===== config.mk =====
export PLATFORM = sky130hd
export DESIGN_NAME = ecc_sec_decoder
export DESIGN_NICKNAME = d
export VERILOG_FILES = /design/src/rtl/ecc_sec_pkg.sv /design/src/rtl/ecc_code_gen.sv /design/src/rtl/ecc_syn_classify.sv /design/src/rtl/ecc_data_fix.sv /design/src/rtl/ecc_sec_decoder.sv
export SDC_FILE = /design/constraint.sdc
export NUM_CORES = 1
export LEC_CHECK = 0
export BUFFER_PORTS_ARGS = -buffer_cell sky130_fd_sc_hd__buf_2
export CORE_MARGIN = 8
export CORE_UTILIZATION = 55
export CTS_CLUSTER_SIZE = 16
export DETAILED_ROUTE_END_ITERATION = 16
export HOLD_SLACK_MARGIN = 0.05
export PLACE_DENSITY = 0.94
export SETUP_SLACK_MARGIN = 0.4
export SLEW_MARGIN = 20
export SYNTH_ARGS = -nofsm -noshare
export SYNTH_HDL_FRONTEND = slang
export SYNTH_SLANG_ARGS = --single-unit

===== constraint.sdc =====
create_clock -name clk -period 0.9 [get_ports clk]
set_clock_uncertainty 0.1 [all_clocks]
set_input_delay 0.09 -clock clk [delete_from_list [all_inputs] [get_ports clk]]
set_output_delay 0.09 -clock clk [all_outputs]
set_load 0.01 [all_outputs]

===== src/rtl/ecc_sec_pkg.sv =====
package ecc_sec_pkg;

   localparam int unsigned MAX_DATA_W = 128;
   localparam int unsigned MAX_CHK_W  = 16;

   typedef enum logic [1:0] {
      CLS_NONE   = 2'd0,
      CLS_CHECK  = 2'd1,
      CLS_FIXED  = 2'd2,
      CLS_UNCORR = 2'd3
   } ecc_class_e;

   typedef enum logic [1:0] {
      UK_WIDE       = 2'd0,
      UK_DOUBLE     = 2'd1,
      UK_NIB_QUAD   = 2'd2,
      UK_NIB_TRIPLE = 2'd3
   } ecc_ukind_e;

   // number of set bits in the low w bits of v
   function automatic int unsigned bit_weight(input int unsigned v, input int unsigned w);
      int unsigned n;
      n = 0;
      for (int unsigned i = 0; i < w; i++) n += (v >> i) & 32'd1;
      return n;
   endfunction

   // data-bit slots that carry fixed codes in the anchored variant
   function automatic bit is_anchor_slot(input int unsigned k);
      return (k == 0) || (k == 2) || (k == 6);
   endfunction

   function automatic bit is_anchor_value(input int unsigned v);
      return (v == 32'h13) || (v == 32'h43) || (v == 32'h0D);
   endfunction

   // how many odd-weight codes (weight 3 or 5) exist in w bits
   function automatic int unsigned odd_code_count(input int unsigned w);
      int unsigned c3;
      int unsigned c5;
      c3 = (w >= 3) ? (w * (w - 1) * (w - 2)) / 6 : 0;
      c5 = (w >= 5) ? (w * (w - 1) * (w - 2) * (w - 3) * (w - 4)) / 120 : 0;
      return c3 + c5;
   endfunction

   // flat table, entry k at [k*MAX_CHK_W +: MAX_CHK_W]
   function automatic logic [MAX_DATA_W*MAX_CHK_W-1:0] build_code_table(
      input int unsigned data_w,
      input int unsigned chk_w,
      input bit          anchored
   );
      logic [MAX_DATA_W*MAX_CHK_W-1:0] t;
      int unsigned nxt;
      int unsigned w;
      t   = '0;
      nxt = 0;
      if (anchored) begin
         t[0*MAX_CHK_W +: MAX_CHK_W] = MAX_CHK_W'(32'h13);
         t[2*MAX_CHK_W +: MAX_CHK_W] = MAX_CHK_W'(32'h43);
         t[6*MAX_CHK_W +: MAX_CHK_W] = MAX_CHK_W'(32'h0D);
      end
      for (int unsigned v = 0; v < (32'd1 << chk_w); v++) begin
         w = bit_weight(v, chk_w);
         if ((w == 3 || w == 5) && !(anchored && is_anchor_value(v))) begin
            if (anchored && is_anchor_slot(nxt)) nxt++;
            if (nxt < data_w && nxt < MAX_DATA_W)
               t[nxt*MAX_CHK_W +: MAX_CHK_W] = MAX_CHK_W'(v);
            nxt++;
         end
      end
      return t;
   endfunction

endpackage


===== src/rtl/ecc_code_gen.sv =====
module ecc_code_gen #(
   parameter int unsigned DATA_W = 64,
   parameter int unsigned CHK_W  = 8,
   parameter bit          ANCHOR = 1'b1
) (
   input  logic [DATA_W-1:0] data,
   output logic [CHK_W-1:0]  chk
);
   import ecc_sec_pkg::*;

   localparam logic [MAX_DATA_W*MAX_CHK_W-1:0] TBL =
      build_code_table(DATA_W, CHK_W, ANCHOR);

   // one XOR tree per check bit over the data bits whose code has that bit set
   for (genvar c = 0; c < CHK_W; c++) begin : g_col
      logic [DATA_W-1:0] taps;
      for (genvar d = 0; d < DATA_W; d++) begin : g_tap
         assign taps[d] = data[d] & TBL[d*MAX_CHK_W + c];
      end
      assign chk[c] = ^taps;
   end

endmodule


===== src/rtl/ecc_syn_classify.sv =====
module ecc_syn_classify #(
   parameter int unsigned DATA_W = 64,
   parameter int unsigned CHK_W  = 8,
   parameter bit          ANCHOR = 1'b1
) (
   input  logic [CHK_W-1:0]         syn,
   output ecc_sec_pkg::ecc_class_e  cls,
   output ecc_sec_pkg::ecc_ukind_e  kind,
   output logic [DATA_W-1:0]        flip
);
   import ecc_sec_pkg::*;

   localparam logic [MAX_DATA_W*MAX_CHK_W-1:0] TBL =
      build_code_table(DATA_W, CHK_W, ANCHOR);
   localparam int unsigned WT_W = $clog2(CHK_W + 1);

   logic [DATA_W-1:0] hit;
   logic [WT_W-1:0]   wt;
   logic              matched;

   // parallel comparators, one per data bit
   for (genvar d = 0; d < DATA_W; d++) begin : g_cmp
      localparam logic [CHK_W-1:0] CODE = TBL[d*MAX_CHK_W +: CHK_W];
      assign hit[d] = (syn == CODE);
   end

   assign matched = |hit;

   always_comb begin
      wt = '0;
      for (int i = 0; i < int'(CHK_W); i++) wt = wt + WT_W'(syn[i]);
   end

   always_comb begin
      cls  = CLS_UNCORR;
      kind = UK_WIDE;
      if (wt == WT_W'(0)) begin
         cls = CLS_NONE;
      end else if (wt == WT_W'(1)) begin
         cls = CLS_CHECK;
      end else if (matched) begin
         cls = CLS_FIXED;
      end else if (wt == WT_W'(2)) begin
         kind = UK_DOUBLE;
      end else if (wt == WT_W'(4)) begin
         kind = UK_NIB_QUAD;
      end else if (wt == WT_W'(3) || wt == WT_W'(5)) begin
         kind = UK_NIB_TRIPLE;
      end
   end

   assign flip = (cls == CLS_FIXED) ? hit : '0;

endmodule


===== src/rtl/ecc_data_fix.sv =====
module ecc_data_fix #(
   parameter int unsigned DATA_W = 64
) (
   input  logic [DATA_W-1:0] raw,
   input  logic [DATA_W-1:0] flip,
   output logic [DATA_W-1:0] fixed
);
   for (genvar d = 0; d < DATA_W; d++) begin : g_bit
      assign fixed[d] = raw[d] ^ flip[d];
   end
endmodule


===== src/rtl/ecc_sec_decoder.sv =====
module ecc_sec_decoder #(
   parameter int unsigned DATA_W       = 64,
   parameter int unsigned CHK_W        = 8,
   parameter bit          ANCHOR_CODES = 1'b1
) (
   input  logic              clk,
   input  logic              rst_n,
   input  logic              i_valid,
   input  logic [DATA_W-1:0] i_data,
   input  logic [CHK_W-1:0]  i_ecc,
   output logic              o_valid,
   output logic [DATA_W-1:0] o_data,
   output logic [CHK_W-1:0]  o_ecc_calc,
   output logic [CHK_W-1:0]  o_syndrome,
   output logic [1:0]        o_class,
   output logic [1:0]        o_ukind
);
   import ecc_sec_pkg::*;

   // elaboration-time parameter checks
   if (CHK_W < 5 || CHK_W > MAX_CHK_W) begin : g_bad_chk
      $error("ecc_sec_decoder: CHK_W out of range");
   end
   if (DATA_W < 1 || DATA_W > MAX_DATA_W) begin : g_bad_data
      $error("ecc_sec_decoder: DATA_W out of range");
   end
   if (odd_code_count(CHK_W) < DATA_W) begin : g_bad_space
      $error("ecc_sec_decoder: too few odd-weight codes for DATA_W");
   end
   if (ANCHOR_CODES && (CHK_W != 8 || DATA_W < 7)) begin : g_bad_anchor
      $error("ecc_sec_decoder: anchored codes need CHK_W=8 and DATA_W>=7");
   end

   logic [CHK_W-1:0]  calc_c;
   logic [CHK_W-1:0]  syn_c;
   ecc_class_e        cls_c;
   ecc_ukind_e        kind_c;
   logic [DATA_W-1:0] flip_c;
   logic [DATA_W-1:0] fixed_c;

   ecc_code_gen #(
      .DATA_W (DATA_W),
      .CHK_W  (CHK_W),
      .ANCHOR (ANCHOR_CODES)
   ) u_gen (
      .data (i_data),
      .chk  (calc_c)
   );

   assign syn_c = calc_c ^ i_ecc;

   ecc_syn_classify #(
      .DATA_W (DATA_W),
      .CHK_W  (CHK_W),
      .ANCHOR (ANCHOR_CODES)
   ) u_cls (
      .syn  (syn_c),
      .cls  (cls_c),
      .kind (kind_c),
      .flip (flip_c)
   );

   ecc_data_fix #(
      .DATA_W (DATA_W)
   ) u_fix (
      .raw   (i_data),
      .flip  (flip_c),
      .fixed (fixed_c)
   );

   always_ff @(posedge clk or negedge rst_n) begin
      if (!rst_n) begin
         o_valid    <= 1'b0;
         o_data     <= '0;
         o_ecc_calc <= '0;
         o_syndrome <= '0;
         o_class    <= '0;
         o_ukind    <= '0;
      end else begin
         o_valid <= i_valid;
         if (i_valid) begin
            o_data     <= fixed_c;
            o_ecc_calc <= calc_c;
            o_syndrome <= syn_c;
            o_class    <= cls_c;
            o_ukind    <= (cls_c == CLS_UNCORR) ? kind_c : UK_WIDE;
         end
      end
   end

endmodule


==> flow_metrics.py, run 1 <==
metrics = {
    "logic_synthesis": {
        "syn_area_per_cell_um2": 9.44,
        "seq_area_frac_synth_pct": 32.5,
        "synth_area_um2": 6540,
        "syn_nets": 778,
        "yosys_warnings": 0,
        "ys_seq_elements": 85,
        "synthCells": 693,
        "ys_types": 57,
    },
    "clock_network": {
        "cts_root_buffer": "clkbuf_16",
        "clock_path_buffers": 2,
        "clock_sinks": 85,
        "h-tree-depth": 3,
        "cts_buffers": 9,
    },
    "floorplanning": {
        "start_util_pct": 55.4,
        "die_y_um": 125,
        "num_io_pins": 160,
        "fp-row-count": 40,
        "dieWidth_um": 125,
    },
    "status": {
        "error_line": "[ERROR DPL-0038] Utilization greater than 100%, impossible to legalize",
        "status": "aborted with a tool error",
        "stop_stage": "global routing",
    },
    "global_routing": {
        "grt_max_degree": 44,
    },
    "placed_design": {
        "io_buffers": 159,
        "place_congestion": 1.14,
        "dpl.hpwl_mm": 21.0,
        "pre_cts_slack_ns": -4.65,
    },
}
-- Yosys cell counts, drive strengths merged --
cell / instances / share of area, %
a2111o: 1 / 0.17
a2111oi: 3 / 0.78
a211oi: 2 / 0.23
a21boi: 1 / 0.11
a21oi: 80 / 6.2
a22oi: 1 / 0.11
a31oi: 5 / 0.48
a32oi: 1 / 0.13
and2: 2 / 0.19
and3: 1 / 0.096
buf: 10 / 1.3
clkbuf: 22 / 2.1
clkinv: 1 / 0.057
dfrtp: 85 / 33
fa: 4 / 1.2
ha: 6 / 1.1
inv: 18 / 1.1
mux2: 8 / 1.4
mux2i: 3 / 0.46
nand2: 30 / 1.8
nand2b: 1 / 0.096
nand3: 27 / 2.1
nand4: 5 / 0.48
nor2: 144 / 8.3
nor2b: 1 / 0.096
nor3: 9 / 0.69
nor4: 4 / 0.38
o2111ai: 3 / 0.40
o21ai: 12 / 0.92
o22ai: 2 / 0.19
o2bb2ai: 1 / 0.13
o311a: 1 / 0.15
o311ai: 2 / 0.27
o32ai: 3 / 0.40
or3: 3 / 0.31
xnor2: 135 / 18
xnor3: 33 / 12
xor2: 22 / 3.2
xor3: 1 / 0.36
-- cell families after synthesis --
group                      Yosys count  synth area share, %
and+or+nand+nor                    227                 14.6
xor gates and xnor gates           191                 33.5
AOI/OAI and AO/OA                  118                 10.7
buffers and inverters               51                 4.49
muxes                               11                 1.84
adders and majority gates           10                 2.37
DFF                                 85                 32.5
-- timing repair --
action / CTS
endpoints found under the setup margin: 169
endpoints found under the hold margin: 93
gates cloned: 0
gates resized for setup: 185
buffers inserted: 32
hold buffers: 1
pin swaps: 68
-- metrics by stage --
step | setup TNS (ns) | utilization (%) | area, µm² | instances | hold WS [ns]
2_1_floorplan | -281.29 | - | 6800 | 693 | -0.306
3_3_place_gp | -302.96 | 76.1 | 8990 | 1150 | -0.201
3_5_place_dp | -321.02 | 76.1 | 8990 | 1150 | -0.197
4_1_cts | -290.33 | 88.6 | 10500 | 1199 | -0.00324
==> run 2, diff against run 1 <==
- CORE_UTILIZATION: 55 -> 40
- CTS_CLUSTER_SIZE: 16 -> not set
- HOLD_SLACK_MARGIN: 0.05 -> not set
- PLACE_DENSITY: 0.94 -> not set
- PLACE_DENSITY_LB_ADDON: not set -> 0.15
- SETUP_SLACK_MARGIN: 0.4 -> not set
==> run 2 against run 1 <==
The flow now finishes, with violations (setup timing). Synthesized cell count unchanged. Area after synthesis unchanged.
==> flow_metrics.py, run 2 <==
metrics = {
    "placed_design": {
        "dpl.hpwl_mm": 21.4,
        "io_buffers": 159,
        "dp.cells": 1235,
        "place_congestion": 0.938,
        "place_area_um2": 9230,
    },
    "clock_network": {
        "cts_root_buffer": "clkbuf_16",
        "path_clk_slew_ns": 0.06,
        "clkLatencyLatePin_ns": 0.35,
        "clock_path_buffers": 2,
        "cts_buffers": 9,
        "h-tree-depth": 3,
        "clock_sinks": 85,
        "cts_tree": "done",
    },
    "cells_and_area": {
        "design_area_um2": 11900,
        "syn_to_final_growth_pct": 81.9,
        "seqCellArea_um2": 2130,
        "final_cell_mix": "buf_4 (243), buf_2 (122), nor2_1 (85), dfrtp_1 (85), buf_6 (63)",
        "layout_commonest_cell": "buf_4",
        "largest_reg_flops": 64,
        "reg_top3": "o_data (64), o_ecc_calc (8), o_syndrome (8)",
        "finalNetCount": 1207,
        "largest-register": "o_data",
        "multi_input_area_um2": 5580,
        "diodes": 0,
        "stdcell_count": 1342,
        "nFillCells": 1017,
        "drive_gt1_share_pct": 61.3,
    },
    "floorplanning": {
        "fp.dieArea_um2": 20700,
        "die_y_um": 144,
        "start_util_pct": 41.0,
        "coreArea_um2": 15900,
        "num_io_pins": 160,
        "dieWidth_um": 144,
        "fp-row-count": 46,
    },
    "sta": {
        "rsz0062_at_grt": "true",
        "hold_ws_ns": 0.00437,
        "setup_slack_ns": -4.10,
        "post-route-min-period_ns": 5.00,
        "relSlewSlack_pct": 52.7,
        "tns_ns": -300.88,
        "hold_viol_final": 0,
        "fmax_ghz": 0.200,
        "slew_violations": 0,
        "worst_pin_slew_ns": 0.701,
        "finalCritPeriodShare_pct": 556,
        "final-setup-viol-count": 169,
    },
    "routing": {
        "post_drt_via_cell_ratio": 5.32,
        "drtAntennaViolNets": 0,
        "first_iter_violations": 475,
        "num_vias": 7138,
        "drc": 0,
        "first_pass_iters": 5,
        "avgRoutedWirePerCell_um": 22.8,
        "drt_wl_total_mm": 30.6,
    },
    "logic_synthesis": {
        "synth_commonest_cells": "nor2_1 (144), xnor2_1 (133), dfrtp_1 (85)",
        "ys_types": 57,
        "synthCells": 693,
        "synth_edf_count": 0,
        "yosys_warnings": 0,
        "syn_area_per_cell_um2": 9.44,
        "synth_area_um2": 6540,
        "synthTopCellsByArea": "dfrtp_1 (33%), xnor2_1 (18%), nor2_1 (8.3%), xnor3_1 (8.3%), a21oi_1 (6.0%)",
        "synth_most_common_cell": "nor2_1",
        "ys.flop_type": "dfrtp_1",
        "async_reset_ff_share_pct": 100,
        "synth_top_cell_by_area": "dfrtp_1",
        "syn_nets": 778,
        "seq_area_frac_synth_pct": 32.5,
        "ys_seq_elements": 85,
        "yosys.area.top_type_share_pct": 32.5,
    },
    "worst_hold_path": {
        "min_path_cells": 3,
        "hp-class": "in -> reg",
    },
    "global_routing": {
        "grt_max_degree": 39,
        "grt_pass1_vias": 7254,
        "grtUsageTotal_pct": 27.3,
        "grt_pass1_wl_mm": 41.9,
        "antenna_found_initial": 0,
        "overflow": 0,
    },
    "critical_path": {
        "slowest_delay_ns": 0.50,
        "ff2ff_path_depth": 4,
        "setup.worst_path.class": "in -> reg",
        "crit_family": "adder cells",
        "cp_data_arrival_time_ns": 5.13,
        "path_buf_inv": 8,
        "slowest_stage": "fa_1",
        "cp_max_fo": 8,
        "crit_path_start_kind": "input pin",
        "required_ns": 1.03,
        "path_depth": 26,
        "cp-end-kind": "flip-flop",
    },
    "status": {
        "status": "finished, violations left",
        "violations": "setup timing",
    },
    "flow_run": {
        "drv_cap": 0,
    },
}
[run 2: cell counts after synthesis]
Identical to the previous run, type by type.
[run 2: logic make-up after synthesis]
logic type / count (synthesis) / share of synthesized area (%)
fa+ha+maj: 10 / 2.37
mux: 11 / 1.84
xor+xnor: 191 / 33.5
buf+inv: 51 / 4.49
simple gates: 227 / 14.6
compound gates: 118 / 10.7
flops: 85 / 32.5
[run 2: worst paths after layout]
path | start | end | slack (ns)
max in group asynchronous | rst_n | o_class[0] | 0.19
max | i_data[0] | o_data[26] | -4.10
min in group asynchronous | rst_n | o_data[34] | 0.03
max reg2reg | o_data[0] | o_data[0] | -0.13
min | i_data[19] | o_data[19] | 0.004
min reg2reg | o_syndrome[3] | o_syndrome[3] | 0.41
[run 2: worst register-to-register path, delay by kind of cell (launching register included)]
| family | cells | cell delay (ns) |
|---|---|---|
| compound gates | 1 | 0.07 |
| buf+inv | 2 | 0.25 |
| flops | 1 | 0.38 |
| simple gates | 1 | 0.10 |
[run 2: stage by stage]
step | worst slack, ns | util (%)
3_3_place_gp | -4.46 | 57.9
5_1_grt | -4.26 | 74.7
4_1_cts | -3.92 | 67.3
6_report | -4.10 | 74.7
2_1_floorplan | -4.09 | -
3_5_place_dp | -4.52 | 57.9
[run 2: timing repair]
| item | 4_1_cts | 5_1_grt |
|---|---|---|
| endpoints found under the setup margin | 169 | 169 |
| hold buffers | 1 | 0 |
| resized for setup | 162 | 156 |
| pin swaps | 55 | 83 |
| endpoints found under the hold margin | 86 | 0 |
| buffers inserted | 56 | 42 |
[run 2: routing by layer]
layer	up-vias	wire, µm	track usage (%)	share of wire [%]
met5	-	0	0	0
met4	0	1450	12.6	4.7
met3	100	2100	5.71	6.9
met2	345	15500	46.9	51
met1	3513	11500	32.0	38
li1	3180	-	-	-
[run 2: final cells by class]
| cell class | instances | share of cell area, % |
|---|---|---|
| multi-input combinational | 557 | 46.9 |
| timing repair buffer | 450 | 29.6 |
| clock buffer | 10 | 2.01 |
| tap | 216 | 2.27 |
| sequential | 85 | 17.9 |
| clock inverter | 5 | 0.694 |
| inverter | 19 | 0.683 |
Power of run 2 is not shown: default switching activity piles up to over one toggle a cycle in this logic, so the estimate is an artifact.
